===== src/rtl/pgcall_pkg.sv =====
package pgcall_pkg;

  localparam int ADDR_W = 16;
  localparam int BYTE_W = 8;

  typedef enum logic [3:0] {
    ST_IDLE,
    ST_RD_HI,    // issue read of record offset high byte
    ST_RD_LO,    // issue read of offset low byte, take high byte
    ST_RD_PG,    // issue read of page byte, take low byte
    ST_SWAP,     // hold old page, install new page
    ST_PUSH_LO,
    ST_PUSH_HI,
    ST_PUSH_PG,
    ST_JUMP,
    ST_POP_PG,
    ST_POP_HI,
    ST_POP_LO,
    ST_LOAD_PC,
    ST_LOAD_PG
  } seq_state_t;

endpackage


===== src/rtl/pgcall_ctl.sv =====
module pgcall_ctl
  import pgcall_pkg::*;
(
  input  logic       clk,
  input  logic       rst,
  input  logic       call_req,
  input  logic       ret_req,
  input  logic       call_ind,
  output seq_state_t state,
  output logic       start_call,
  output logic       start_ret,
  output logic       busy,
  output logic       done
);

  seq_state_t nxt;
  logic       last_step;

  assign start_call = (state == ST_IDLE) && call_req;
  assign start_ret  = (state == ST_IDLE) && ret_req && !call_req;
  assign last_step  = (state == ST_JUMP) || (state == ST_LOAD_PG);

  always_comb begin
    nxt = state;
    case (state)
      ST_IDLE: begin
        if (start_call)     nxt = call_ind ? ST_RD_HI : ST_SWAP;
        else if (start_ret) nxt = ST_POP_PG;
      end
      ST_RD_HI:   nxt = ST_RD_LO;
      ST_RD_LO:   nxt = ST_RD_PG;
      ST_RD_PG:   nxt = ST_SWAP;
      ST_SWAP:    nxt = ST_PUSH_LO;
      ST_PUSH_LO: nxt = ST_PUSH_HI;
      ST_PUSH_HI: nxt = ST_PUSH_PG;
      ST_PUSH_PG: nxt = ST_JUMP;
      ST_JUMP:    nxt = ST_IDLE;
      ST_POP_PG:  nxt = ST_POP_HI;
      ST_POP_HI:  nxt = ST_POP_LO;
      ST_POP_LO:  nxt = ST_LOAD_PC;
      ST_LOAD_PC: nxt = ST_LOAD_PG;
      ST_LOAD_PG: nxt = ST_IDLE;
      default:    nxt = ST_IDLE;
    endcase
  end

  always_ff @(posedge clk) begin
    if (rst) begin
      state <= ST_IDLE;
      busy  <= 1'b0;
      done  <= 1'b0;
    end else begin
      state <= nxt;
      done  <= last_step;
      if (start_call || start_ret) busy <= 1'b1;
      else if (last_step)          busy <= 1'b0;
    end
  end

  // busy flag and sequencer position must agree (interrupt hold-off)
  assert_busy_tracks_state_R8: assert property (@(posedge clk) disable iff (rst)
    busy == (state != ST_IDLE));

  assert_done_not_busy_R10: assert property (@(posedge clk) disable iff (rst)
    done |-> !busy);

  assert_done_single_R10: assert property (@(posedge clk) disable iff (rst)
    done |=> !done);

  assert_call_wins_R9: assert property (@(posedge clk) disable iff (rst)
    (call_req && ret_req && !busy) |=> (state == ST_SWAP || state == ST_RD_HI));

  assert_busy_ignores_req_R8: assert property (@(posedge clk) disable iff (rst)
    (busy && !done && state != ST_JUMP && state != ST_LOAD_PG) |=> busy);

endmodule


===== src/rtl/pgcall_dp.sv =====
module pgcall_dp
  import pgcall_pkg::*;
#(
  parameter int                LEN_W    = 4,
  parameter int                IMM_LEN  = 4,
  parameter logic [ADDR_W-1:0] SP_RST   = 16'h0F00,
  parameter logic [ADDR_W-1:0] PC_RST   = 16'h0000,
  parameter logic [BYTE_W-1:0] PAGE_RST = 8'h00
) (
  input  logic              clk,
  input  logic              rst,
  input  seq_state_t        state,
  input  logic              start_call,
  input  logic              call_ind,
  input  logic [BYTE_W-1:0] tgt_page,
  input  logic [ADDR_W-1:0] tgt_addr,
  input  logic [ADDR_W-1:0] rec_ptr,
  input  logic [ADDR_W-1:0] call_pc,
  input  logic [LEN_W-1:0]  insn_len,
  input  logic [BYTE_W-1:0] mem_rdata,
  output logic              mem_en,
  output logic              mem_we,
  output logic [ADDR_W-1:0] mem_addr,
  output logic [BYTE_W-1:0] mem_wdata,
  output logic [BYTE_W-1:0] page,
  output logic [ADDR_W-1:0] pc,
  output logic [ADDR_W-1:0] sp
);

  localparam logic [ADDR_W-1:0] ONE = ADDR_W'(1);
  localparam logic [ADDR_W-1:0] TWO = ADDR_W'(2);

  logic              ind_r;
  logic [BYTE_W-1:0] new_pg;
  logic [BYTE_W-1:0] hold_pg;
  logic [ADDR_W-1:0] dest;
  logic [ADDR_W-1:0] ptr_r;
  logic [ADDR_W-1:0] ret_a;
  logic [ADDR_W-1:0] len_sel;
  logic [ADDR_W-1:0] sp_dec;

  assign len_sel = call_ind ? ADDR_W'(insn_len) : ADDR_W'(IMM_LEN);
  assign sp_dec  = sp - ONE;

  // memory port: reads return data one cycle later
  always_comb begin
    mem_en    = 1'b0;
    mem_we    = 1'b0;
    mem_addr  = sp;
    mem_wdata = '0;
    case (state)
      ST_RD_HI: begin mem_en = 1'b1; mem_addr = ptr_r; end
      ST_RD_LO: begin mem_en = 1'b1; mem_addr = ptr_r + ONE; end
      ST_RD_PG: begin mem_en = 1'b1; mem_addr = ptr_r + TWO; end
      ST_PUSH_LO: begin
        mem_en = 1'b1; mem_we = 1'b1; mem_addr = sp_dec; mem_wdata = ret_a[BYTE_W-1:0];
      end
      ST_PUSH_HI: begin
        mem_en = 1'b1; mem_we = 1'b1; mem_addr = sp_dec; mem_wdata = ret_a[ADDR_W-1:BYTE_W];
      end
      ST_PUSH_PG: begin
        mem_en = 1'b1; mem_we = 1'b1; mem_addr = sp_dec; mem_wdata = hold_pg;
      end
      ST_POP_PG, ST_POP_HI, ST_POP_LO: begin mem_en = 1'b1; mem_addr = sp; end
      default: ;
    endcase
  end

  always_ff @(posedge clk) begin
    if (rst) begin
      page    <= PAGE_RST;
      pc      <= PC_RST;
      sp      <= SP_RST;
      ind_r   <= 1'b0;
      new_pg  <= '0;
      hold_pg <= '0;
      dest    <= '0;
      ptr_r   <= '0;
      ret_a   <= '0;
    end else begin
      if (start_call) begin
        ind_r  <= call_ind;
        new_pg <= tgt_page;
        dest   <= tgt_addr;
        ptr_r  <= rec_ptr;
        ret_a  <= call_pc + len_sel;
      end
      case (state)
        ST_RD_LO: dest[ADDR_W-1:BYTE_W] <= mem_rdata;
        ST_RD_PG: dest[BYTE_W-1:0]      <= mem_rdata;
        ST_SWAP: begin
          hold_pg <= page;
          page    <= ind_r ? mem_rdata : new_pg;
        end
        ST_PUSH_LO, ST_PUSH_HI, ST_PUSH_PG: sp <= sp_dec;
        ST_JUMP:   pc <= dest;
        ST_POP_PG: sp <= sp + ONE;
        ST_POP_HI: begin
          sp      <= sp + ONE;
          hold_pg <= mem_rdata;
        end
        ST_POP_LO: begin
          sp                   <= sp + ONE;
          dest[ADDR_W-1:BYTE_W] <= mem_rdata;
        end
        ST_LOAD_PC: pc   <= {dest[ADDR_W-1:BYTE_W], mem_rdata};
        ST_LOAD_PG: page <= hold_pg;
        default: ;
      endcase
    end
  end

  // the page must not move while the stack is being written
  assert_page_steady_push_R3: assert property (@(posedge clk) disable iff (rst)
    mem_we |=> $stable(page));

  assert_sp_predec_R4: assert property (@(posedge clk) disable iff (rst)
    mem_we |=> (sp == $past(sp) - ONE));

  assert_write_is_access_R4: assert property (@(posedge clk) disable iff (rst)
    mem_we |-> mem_en);

  assert_page_after_pc_R7: assert property (@(posedge clk) disable iff (rst)
    (state == ST_LOAD_PC) |=> $stable(page));

  assert_pc_only_at_end_R8: assert property (@(posedge clk) disable iff (rst)
    (state != ST_JUMP && state != ST_LOAD_PC) |=> $stable(pc));

endmodule


===== src/rtl/pgcall_seq.sv =====
module pgcall_seq
  import pgcall_pkg::*;
#(
  parameter int                LEN_W    = 4,
  parameter int                IMM_LEN  = 4,
  parameter logic [ADDR_W-1:0] SP_RST   = 16'h0F00,
  parameter logic [ADDR_W-1:0] PC_RST   = 16'h0000,
  parameter logic [BYTE_W-1:0] PAGE_RST = 8'h00
) (
  input  logic              clk,
  input  logic              rst,
  input  logic              call_req,
  input  logic              ret_req,
  input  logic              call_ind,
  input  logic [BYTE_W-1:0] tgt_page,
  input  logic [ADDR_W-1:0] tgt_addr,
  input  logic [ADDR_W-1:0] rec_ptr,
  input  logic [ADDR_W-1:0] call_pc,
  input  logic [LEN_W-1:0]  insn_len,
  input  logic [BYTE_W-1:0] mem_rdata,
  output logic              mem_en,
  output logic              mem_we,
  output logic [ADDR_W-1:0] mem_addr,
  output logic [BYTE_W-1:0] mem_wdata,
  output logic [BYTE_W-1:0] page,
  output logic [ADDR_W-1:0] pc,
  output logic [ADDR_W-1:0] sp,
  output logic              busy,
  output logic              done,
  output logic              refill
);

  seq_state_t state;
  logic       start_call;
  logic       start_ret;

  pgcall_ctl u_ctl (
    .clk        (clk),
    .rst        (rst),
    .call_req   (call_req),
    .ret_req    (ret_req),
    .call_ind   (call_ind),
    .state      (state),
    .start_call (start_call),
    .start_ret  (start_ret),
    .busy       (busy),
    .done       (done)
  );

  pgcall_dp #(
    .LEN_W    (LEN_W),
    .IMM_LEN  (IMM_LEN),
    .SP_RST   (SP_RST),
    .PC_RST   (PC_RST),
    .PAGE_RST (PAGE_RST)
  ) u_dp (
    .clk        (clk),
    .rst        (rst),
    .state      (state),
    .start_call (start_call),
    .call_ind   (call_ind),
    .tgt_page   (tgt_page),
    .tgt_addr   (tgt_addr),
    .rec_ptr    (rec_ptr),
    .call_pc    (call_pc),
    .insn_len   (insn_len),
    .mem_rdata  (mem_rdata),
    .mem_en     (mem_en),
    .mem_we     (mem_we),
    .mem_addr   (mem_addr),
    .mem_wdata  (mem_wdata),
    .page       (page),
    .pc         (pc),
    .sp         (sp)
  );

  assign refill = done;

  assert_no_access_idle_R1: assert property (@(posedge clk) disable iff (rst)
    (!busy && !call_req && !ret_req) |=> !mem_en);

endmodule


===== config.mk =====
export PLATFORM = sky130hd
export DESIGN_NAME = pgcall_seq
export DESIGN_NICKNAME = d
export VERILOG_FILES = /design/src/rtl/pgcall_pkg.sv /design/src/rtl/pgcall_ctl.sv /design/src/rtl/pgcall_dp.sv /design/src/rtl/pgcall_seq.sv
export SDC_FILE = /design/constraint.sdc
export NUM_CORES = 1
export LEC_CHECK = 0
export BUFFER_PORTS_ARGS = -buffer_cell sky130_fd_sc_hd__buf_4
export CAP_MARGIN = 30
export CORE_MARGIN = 5
export CORE_UTILIZATION = 56
export CTS_CLUSTER_SIZE = 28
export DETAILED_ROUTE_END_ITERATION = 8
export PLACE_DENSITY = 0.82
export SYNTH_ARGS = -nofsm -noshare
export SYNTH_HDL_FRONTEND = slang
export SYNTH_HIERARCHICAL = 1
export SYNTH_SLANG_ARGS = --single-unit

===== constraint.sdc =====
create_clock -name clk -period 3.2 [get_ports clk]
set_input_delay 0.16 -clock clk [delete_from_list [all_inputs] [get_ports clk]]
set_output_delay 0.16 -clock clk [all_outputs]
set_load 0.02 [all_outputs]

==> out/metrics.csv, run 1 <==
stage;metric;value;unit
critical_path;Cell Chain, Critical Path;ha_1 -> mux2i_1 -> nor4b_1 -> nand2_1 -> o311ai_0 -> buf_4;
floorplan;Core ar.;11400;µm²
detailed_routing;post-DR wirelength/cell;19.0;µm
cts;hold_buf cts;0;
synth;Post-Syn Area;6520;µm²
cts;Post-CTS Setup Bufs;0;
power;VDD IR max;0.528;mV
cts;total CTS buffers;9;
detailed_routing;Iter 0 DRT Violations;737;
cts;clk root buf;clkbuf_16;
power;Leak Pwr;3.05;nW
cts;Max H-tree Level;3;
power;Int Pwr;3.96;mW
grt;GRT Util Overall;27.9;%
timing;Peak Freq;0.349;GHz
critical_path;Setup CP Type;flip-flop to output port;
floorplan;Die Span Y;118;µm
timing;Fin. Hold Viols;0;
power;Seq pwr share;30.0;%
detailed_routing;top sig layer;met4;
floorplan;initial cell density of the core;57.1;%
critical_path;Crit. End Element;output port;
run;Max-Cap Viols;0;
timing;Worst-Margin Slew;0.848;ns
synth;Synth Warn #;6;
critical_path;Crit path buffers/inverters;1;
floorplan;Die Width;118;µm
timing;RSZ-0062 raised after global routing;no;
timing;Setup Skew;0.0117;ns
critical_path;Worst path slowest cell;nor4b_1;
timing;Final Slew Violations;0;
cts;clock sink total;111;
synth;Syn Inst Count;806;
status;status;completed;
grt;GRT overflow;0;
timing;Final Cycle Share;89.5;%
power;Clock Power Share;17.1;%
critical_path;CP Data Required Time;3.04;ns
cells_and_area;layout cells sized above 1;21.5;%
floorplan;Rows;39;
detailed_routing;vias per inst;6.29;
detailed_routing;DR WL met3;1500;µm
critical_path;CP Launch Type;flip-flop;
timing;Tmin final;2.87;ns
grt;global-route wire length before repair;32600;µm
timing;Slew Limit Headroom;43.0;%
critical_path;crit-path max FO;7;
cts;worst skew pair latency;0.37;ns
timing;Setup violations, final;0;
placed_design;Buffers on Ports;141;
cells_and_area;post-route insts no fill;1058;
critical_path;CP delay by family, top;simple AND/OR/NAND/NOR gates;
cts;CTS tree;done;
cts;Longest Clk Path Bufs;2;
detailed_routing;detailed-route DRC error count;0;
placed_design;DP Cell Count;1042;
placed_design;RD Place Congestion;0.936;
placed_design;DP Worst Slack;0.762;ns
critical_path;Worst Path Arrival;2.71;ns
synth;Synthesized Nets;888;
cts;post_cts resized;0;
detailed_routing;Met2 Routed Length;10000;µm
power;pwr/cell area;918;nW/µm²
detailed_routing;Final ANT Viol Nets;0;
power;combinational share of power;52.9;%
power;Net Sw Frac;45.7;%
grt;largest net degree at the start of global routing;97;
critical_path;CP peak stage delay;0.72;ns
detailed_routing;Initial DRT Pass Iterations;6;
synth;Mapped Avg Cell Area;8.09;µm²
timing;setup TNS;0;ns
cells_and_area;design area;7940;µm²
detailed_routing;Vias;6659;
min_path;Hold Crit Class;input pin to flip-flop;
placed_design;DP HPWL;14600;µm
detailed_routing;metal1 wirelength;8120;µm
cts;clk slew on worst S/H paths;0.08;ns
cells_and_area;P&R area growth vs syn;21.8;%
grt;vias in the first global route;6319;
timing;final worst slack;0.335;ns
detailed_routing;total wire length;20100;µm
floorplan;io pins;142;
placed_design;Placed Instance Area;7610;µm²
cells_and_area;number of diodes;0;
cells_and_area;nets;992;
floorplan;full die area;13900;µm²
power;Net Switching;3.33;mW
grt;antenna violations before repair;0;
[final cells by class]
type | instances | area (µm²)
clock buffers | 9 | 225
clock inverters | 7 | 105
fillers | 936 | 3480
inverters | 10 | 37.5
multi-input cells | 622 | 3970
flip-flops and latches | 111 | 2220
well taps | 143 | 179
repair buffers | 156 | 1200
[worst register-to-register path: cells and delay by family (launching register included)]
kind	cells	cell delay [ns]
buf+inv	2	0.68
simple gates	2	0.70
mux	1	0.20
compound gates	1	0.36
flops	1	0.43
[power by group through the flow]
stage | clock network, mW | logic [mW] | registers [mW]
2_1_floorplan | 0 | 2.68 | 2.14
3_3_place_gp | 0 | 3.71 | 2.18
3_5_place_dp | 0 | 3.80 | 2.20
4_1_cts | 1.27 | 3.82 | 2.18
5_1_grt | 1.32 | 4.17 | 2.25
6_report | 1.25 | 3.86 | 2.19
[cells in the final DEF, fill, tap and decap left out, types with 15 or more instances in the layout]
master / instances
a211oi_1: 38
a21oi_1: 35
buf_4: 154
dfxtp_1: 111
mux2i_1: 67
nand2_1: 74
nand3_1: 22
nor2_1: 127
nor3_1: 15
o21ai_0: 35
xnor2_1: 16
[flip-flops by register name (all words and copies together), names as in the netlist]
register,cells
u_dp/dest,16
u_dp/pc,16
u_dp/ptr_r,16
u_dp/ret_a,16
u_dp/sp,16
u_dp/hold_pg,8
u_dp/new_pg,8
u_dp/page,8
u_ctl/state,4
u_ctl/busy,1
u_ctl/done,1
u_dp/ind_r,1
[stage by stage]
| step | power [mW] | utilization, % | hold WS (ns) |
|---|---|---|---|
| after floorplan | 4.82 | - | 0.237 |
| after global placement | 5.89 | 66.4 | 0.392 |
| after detailed placement | 6.00 | 66.7 | 0.401 |
| after CTS | 7.26 | 69.5 | 0.0258 |
| after global routing | 7.73 | 69.5 | 0.0362 |
| final | 7.29 | 69.5 | 0.0311 |
[path summary, 6_finish.rpt]
kind                                     start             to  slack, ns  depth (start not counted)
worst max-delay path             u_dp/ptr_r[1]   mem_addr[12]       0.33                          6
worst min register to register    u_dp/dest[8]     u_dp/pc[8]       0.46                          2
worst min-delay path                rec_ptr[8]  u_dp/ptr_r[8]       0.03                          3
worst max register to register  u_ctl/state[1]  u_dp/dest[15]       0.72                          6
[layer usage]
layer | track usage [%] | vias up
li1 | - | 3139
met1 | 36.0 | 3165
met2 | 46.8 | 316
met3 | 4.76 | 39
met4 | 10.3 | 0
met5 | 0 | -
(Power assumes the default switching activity.)
==> inputs of run 2 (changes only) <==
Settings changed: CORE_UTILIZATION 56 to 55, PLACE_DENSITY 0.82 to 0.81, SLEW_MARGIN set to 10.
==> run 2 against run 1 <==
Flip-flop and latch count unchanged. Clock power fell by 11%. Clock skew is 0.0031 ns lower. Register-to-register slack worse by 0.05 ns. Utilization is 0.96 points lower. Combinational power is essentially flat. Sequential power about the same. Sequential share of layout area is 0.15 points higher. Critical path type unchanged. Critical endpoint is now mem_addr[8]. Largest cell class unchanged. Largest power group unchanged.
==> out/metrics.csv, run 2 (synthesis gave the netlist of run 1 again) <==
stage;metric;value;unit;change
detailed_routing;Iter 0 DRT Violations;693;;-6.0%
cells_and_area;register area;2220;µm²;unchanged
power;Int Pwr;3.89;mW;-1.7%
cts;clk root buf;clkbuf_16;;
floorplan;Die Width;119;µm;+0.83%
cells_and_area;most frequent cells in the layout;157 x buf_4, 127 x nor2_1, 111 x dfxtp_1;;
detailed_routing;detailed-route DRC error count;0;;unchanged
cts;hold_buf cts;0;;unchanged
critical_path;CP Launch Type;flip-flop;;
cells_and_area;multi-input logic area;3970;µm²;unchanged
cells_and_area;design area;7900;µm²;-0.54%
timing;Peak Freq;0.346;GHz;-0.92%
power;Clock Power Share;15.4;%;-1.7 points
detailed_routing;total wire length;20100;µm;-0.33%
timing;Final Slew Violations;0;;unchanged
placed_design;DP Cell Count;1044;;+0.19%
placed_design;Placed Instance Area;7610;µm²;about the same
timing;RSZ-0062 raised after global routing;no;;
detailed_routing;Final ANT Viol Nets;0;;unchanged
grt;largest net degree at the start of global routing;83;;-14%
cells_and_area;post-route insts no fill;1060;;+0.19%
timing;Setup violations, final;0;;unchanged
cts;CTS tree;done;;
cells_and_area;number of diodes;0;;unchanged
timing;final worst slack;0.308;ns;-0.0265 ns
power;pwr/cell area;910;nW/µm²;-0.89%
critical_path;crit-path max FO;11;;+4
critical_path;CP Data Required Time;3.04;ns;about the same
floorplan;io pins;142;;unchanged
cells_and_area;Filler cells;945;;+0.96%
run;Max-Cap Viols;0;;unchanged
floorplan;Rows;39;;unchanged
power;VDD IR max;0.438;mV;-17%
power;Net Sw Frac;45.9;%;+0.17 points
timing;hold_ws;0.0400;ns;+0.00884 ns
placed_design;Buffers on Ports;141;;unchanged
timing;Worst-Margin Slew;0.966;ns;+0.118 ns
placed_design;DP Worst Slack;0.708;ns;-0.0536 ns
placed_design;DP HPWL;15000;µm;+2.3%
placed_design;RD Place Congestion;0.906;;-3.2%
grt;GRT overflow;0;;unchanged
cts;Post-CTS Setup Bufs;0;;unchanged
grt;global-route wire length before repair;32200;µm;-1.3%
cells_and_area;most common cell after layout, fill and taps aside;buf_4;;
timing;Fin. Hold Viols;0;;unchanged
power;Seq pwr share;30.4;%;+0.4 points
cts;total CTS buffers;9;;unchanged
grt;vias in the first global route;6261;;-0.92%
cells_and_area;layout cells sized above 1;21.6;%;+0.062 points
detailed_routing;post-DR wirelength/cell;18.9;µm;-0.52%
timing;Tmin final;2.89;ns;+0.0265 ns
cts;worst skew pair latency;0.35;ns;-0.02 ns
status;status;completed;;
grt;GRT Util Overall;27.5;%;-0.39 points
timing;setup TNS;0;ns;unchanged
cts;Max H-tree Level;3;;unchanged
floorplan;Core ar.;11500;µm²;+0.85%
cts;post_cts resized;0;;unchanged
grt;antenna violations before repair;0;;unchanged
timing;Setup Skew;0.00860;ns;-0.00310 ns
detailed_routing;Initial DRT Pass Iterations;7;;+1
cells_and_area;P&R area growth vs syn;21.1;%;
power;Net Switching;3.30;mW;-1.1%
cts;clock sink total;111;;unchanged
power;combinational share of power;54.1;%;+1.2 points
critical_path;Setup CP Type;flip-flop to output port;;
power;Leak Pwr;3.04;nW;-0.64%
min_path;Hold Crit Class;input pin to flip-flop;;
floorplan;full die area;14100;µm²;+1.7%
cells_and_area;nets;994;;+0.20%
floorplan;Die Span Y;119;µm;+0.83%
critical_path;Crit. End Element;output port;;
detailed_routing;vias per inst;6.24;;-0.92%
critical_path;Worst Path Arrival;2.73;ns;+0.02 ns
cts;Longest Clk Path Bufs;2;;unchanged
timing;Final Cycle Share;90.4;%;+0.83 points
floorplan;initial cell density of the core;56.6;%;-0.48 points
detailed_routing;Vias;6610;;-0.74%
timing;Slew Limit Headroom;35.0;%;-8.0 points
cts;clk slew on worst S/H paths;0.07;ns;about the same
-- run 2: changes by cell type in the layout (fill, tap and decap cells not counted), sizes merged --
cell      before  now
clkinvlp       0    1
bufinv         1    0
inv           15   13
buf          156  158
clkbuf         9   11
-- run 2: per-stage QoR --
step	utilization, %	power [mW]
3_5_place_dp	66.0	6.03
6_report	68.6	7.19
5_1_grt	68.6	7.63
3_3_place_gp	66.0	5.95
2_1_floorplan	-	4.82
4_1_cts	68.6	7.15
-- run 2: power by group through the flow --
stage                     combinational, mW  clock, mW  sequential (mW)
after global placement                 3.76          0             2.19
after CTS                              3.85       1.13             2.17
after floorplan                        2.68          0             2.14
after global routing                   4.19       1.20             2.24
final                                  3.89       1.11             2.19
after detailed placement               3.83          0             2.21
-- run 2: path summary, 6_finish.rpt --
check / start / to / slack [ns] / depth (start not counted)
setup / recovery: u_dp/sp[0] / mem_addr[8] / 0.31 / 8
hold / removal: rec_ptr[5] / u_dp/ptr_r[5] / 0.04 / 3
setup reg to reg: u_ctl/state[2] / u_dp/sp[7] / 0.67 / 6
hold reg to reg: u_dp/dest[12] / u_dp/pc[12] / 0.45 / 2
-- run 2: worst max-delay path, stage by stage (launching register included) --
cell	delay [ns]
dfxtp_1	0.42
inv_1	0.13
ha_1	0.22
or4b_1	0.61
nor3_1	0.32
nand2b_1	0.15
a31oi_1	0.11
a211o_1	0.26
buf_4	0.16
-- run 2: final cells by class --
cell class                 count  area share [%]
tap                          143            2.27
sequential                   111            28.1
timing repair buffer         158            15.2
clock inverter                 5           0.634
multi-input combinational    622            50.2
clock buffer                  11            3.07
inverter                      10           0.475
-- run 2: layer usage --
metal  share of wire (%)  track usage (%)  vias to the layer above
li1                    -                -                     3141
met1                  43             36.1                     3187
met2                  49             47.2                      251
met3                 5.6             3.36                       31
met4                 2.0             9.20                        0
met5                   0                0                        -
==> inputs of run 3 (changes only) <==
Settings changed: PLACE_DENSITY 0.81 to 0.91.
==> run 3 against run 2 <==
Die area unchanged. Wire length down 0.95%. Critical path depth unchanged. Sequential power about the same. Critical endpoint unchanged. Largest power group unchanged. Global-route usage down 0.54 points. Clock skew down 0.0020 ns. Flip-flop and latch count unchanged. Critical path type unchanged. The flow now finishes with violations (design-rule violations). Combinational power about the same.
==> out/metrics.csv, run 3 (synthesis gave the netlist of run 1 again) <==
stage;metric;value;unit;change
status;status;complete, but fails checks;;
status;failing checks;design-rule violations;;
detailed_routing;Iter 0 DRT Violations;767;;+11%
cts;post_cts resized;0;;unchanged
cts;hold_buf cts;0;;unchanged
cells_and_area;most common cell after layout, fill and taps aside;buf_4;;
grt;antenna violations before repair;0;;unchanged
floorplan;Rows;39;;unchanged
run;Max-Cap Viols;0;;unchanged
timing;final worst slack;0.348;ns;+0.0395 ns
cells_and_area;Util after Layout;68.6;%;about the same
detailed_routing;Vias;6682;;+1.1%
critical_path;reg2reg setup slack;0.76;ns;+0.09 ns
timing;Peak Freq;0.351;GHz;+1.4%
min_path;Hold Crit Start;rec_ptr[11];;
placed_design;DP Cell Count;1043;;-0.096%
detailed_routing;vias per inst;6.32;;+1.3%
min_path;WHS Path Cells;3;;unchanged
timing;hold_ws;0.0412;ns;+0.00119 ns
cells_and_area;nets;993;;-0.10%
cells_and_area;register area;2220;µm²;unchanged
cells_and_area;design area;7900;µm²;about the same
grt;vias in the first global route;6363;;+1.6%
floorplan;Die Span Y;119;µm;unchanged
detailed_routing;detailed-route DRC error count;1;;+1
floorplan;io pins;142;;unchanged
detailed_routing;top sig layer;met4;;
cts;total CTS buffers;9;;unchanged
min_path;Hold Crit Class;input pin to flip-flop;;
placed_design;Buffers on Ports;141;;unchanged
detailed_routing;metal1 wirelength;8010;µm;-6.9%
cts;clk root buf;clkbuf_16;;
placed_design;Placed Instance Area;7600;µm²;about the same
detailed_routing;DR WL met3;1470;µm;+29%
cts;clock sink total;111;;unchanged
critical_path;RR Endpoint;u_dp/sp[12];;
cts;worst skew pair latency;0.35;ns;about the same
floorplan;initial cell density of the core;56.6;%;unchanged
cells_and_area;P&R area growth vs syn;21.2;%;about the same
timing;Final Slew Violations;0;;unchanged
detailed_routing;post-DR wirelength/cell;18.8;µm;-0.76%
critical_path;Reg-to-Reg Start;u_ctl/state[3];;
grt;GRT overflow;0;;unchanged
placed_design;DP Worst Slack;0.770;ns;+0.0613 ns
timing;Setup violations, final;0;;unchanged
placed_design;DP HPWL;14300;µm;-4.2%
critical_path;crit-path max FO;11;;unchanged
detailed_routing;Met2 Routed Length;9640;µm;-2.9%
cells_and_area;Filler cells;943;;-0.21%
floorplan;Core ar.;11500;µm²;unchanged
cells_and_area;most frequent cells in the layout;156 x buf_4, 127 x nor2_1, 111 x dfxtp_1;;
power;pwr/cell area;913;nW/µm²;+0.36%
power;Leak Pwr;3.04;nW;about the same
cts;Post-CTS Setup Bufs;0;;unchanged
cells_and_area;multi-input logic area;3970;µm²;unchanged
detailed_routing;total wire length;19900;µm;-0.95%
detailed_routing;Initial DRT Pass Iterations;7;;unchanged
timing;Worst-Margin Slew;0.880;ns;-0.0861 ns
timing;Fin. Hold Viols;0;;unchanged
timing;Setup Skew;0.00661;ns;-0.00199 ns
grt;global-route wire length before repair;31700;µm;-1.4%
detailed_routing;Final ANT Viol Nets;0;;unchanged
timing;Final Cycle Share;89.1;%;-1.2 points
cts;CTS tree;done;;
power;Pwr Total;7.22;mW;+0.42%
grt;largest net degree at the start of global routing;72;;-13%
timing;setup TNS;0;ns;unchanged
cells_and_area;number of diodes;0;;unchanged
cells_and_area;layout cells sized above 1;21.5;%;-0.062 points
min_path;terminating pin of the worst hold path;u_dp/ptr_r[11];;
timing;Slew Limit Headroom;41.1;%;+6.1 points
cts;clk slew on worst S/H paths;0.08;ns;about the same
timing;Tmin final;2.85;ns;-0.0395 ns
critical_path;Setup CP Type;flip-flop to output port;;
timing;RSZ-0062 raised after global routing;no;;
critical_path;Worst Path Arrival;2.69;ns;-0.04 ns
cts;Max H-tree Level;3;;unchanged
cts;Longest Clk Path Bufs;2;;unchanged
critical_path;CP Data Required Time;3.04;ns;about the same
placed_design;RD Place Congestion;0.990;;+9.3%
floorplan;full die area;14100;µm²;unchanged
cells_and_area;post-route insts no fill;1058;;-0.19%
grt;GRT Util Overall;27.0;%;-0.54 points
floorplan;Die Width;119;µm;unchanged
critical_path;CP Launch Type;flip-flop;;
critical_path;worst reg-to-reg path cell count;6;;unchanged
power;VDD IR max;0.426;mV;-2.7%
critical_path;Crit. End Element;output port;;
## run 3: power breakdown
group          total [mW]  internal (mW)  switching [mW]
registers            2.18           1.75           0.434
clock network        1.16          0.619           0.545
logic                3.87           1.56            2.31
## run 3: layer usage
layer  track usage [%]  vias up
met4              11.7        0
met2              46.9      337
met5                 0        -
met1              32.2     3138
met3              5.78       68
li1                  -     3139
## run 3: final cells by class
type,instances,share of cell area (%)
Inverter,10,0.475
Tap cell,143,2.26
Clock inverter,6,1.01
Clock buffer,9,2.85
Sequential cell,111,28.1
Timing Repair Buffer,157,15.1
Multi-Input combinational cell,622,50.2
## run 3: how the worst max path moves through the flow
stage	cells past startpoint	startpoint	end
final	8	u_dp/sp[0]	mem_addr[8]
after global routing	7	u_ctl/state[1]	mem_addr[12]
after CTS	8	u_dp/sp[0]	mem_addr[8]
after detailed placement	8	u_dp/sp[0]	mem_addr[8]
after global placement	8	u_dp/sp[0]	mem_addr[8]
after floorplan	5	u_dp/sp[0]	mem_addr[5]
## run 3: worst max-delay path, stage by stage (launching register included)
cell and delay [ns]:
dfxtp_1 0.42, inv_1 0.12, ha_1 0.22, or4b_1 0.60, nor3_1 0.31, nand2b_1 0.15
a31oi_1 0.10, a211o_1 0.25, buf_4 0.16
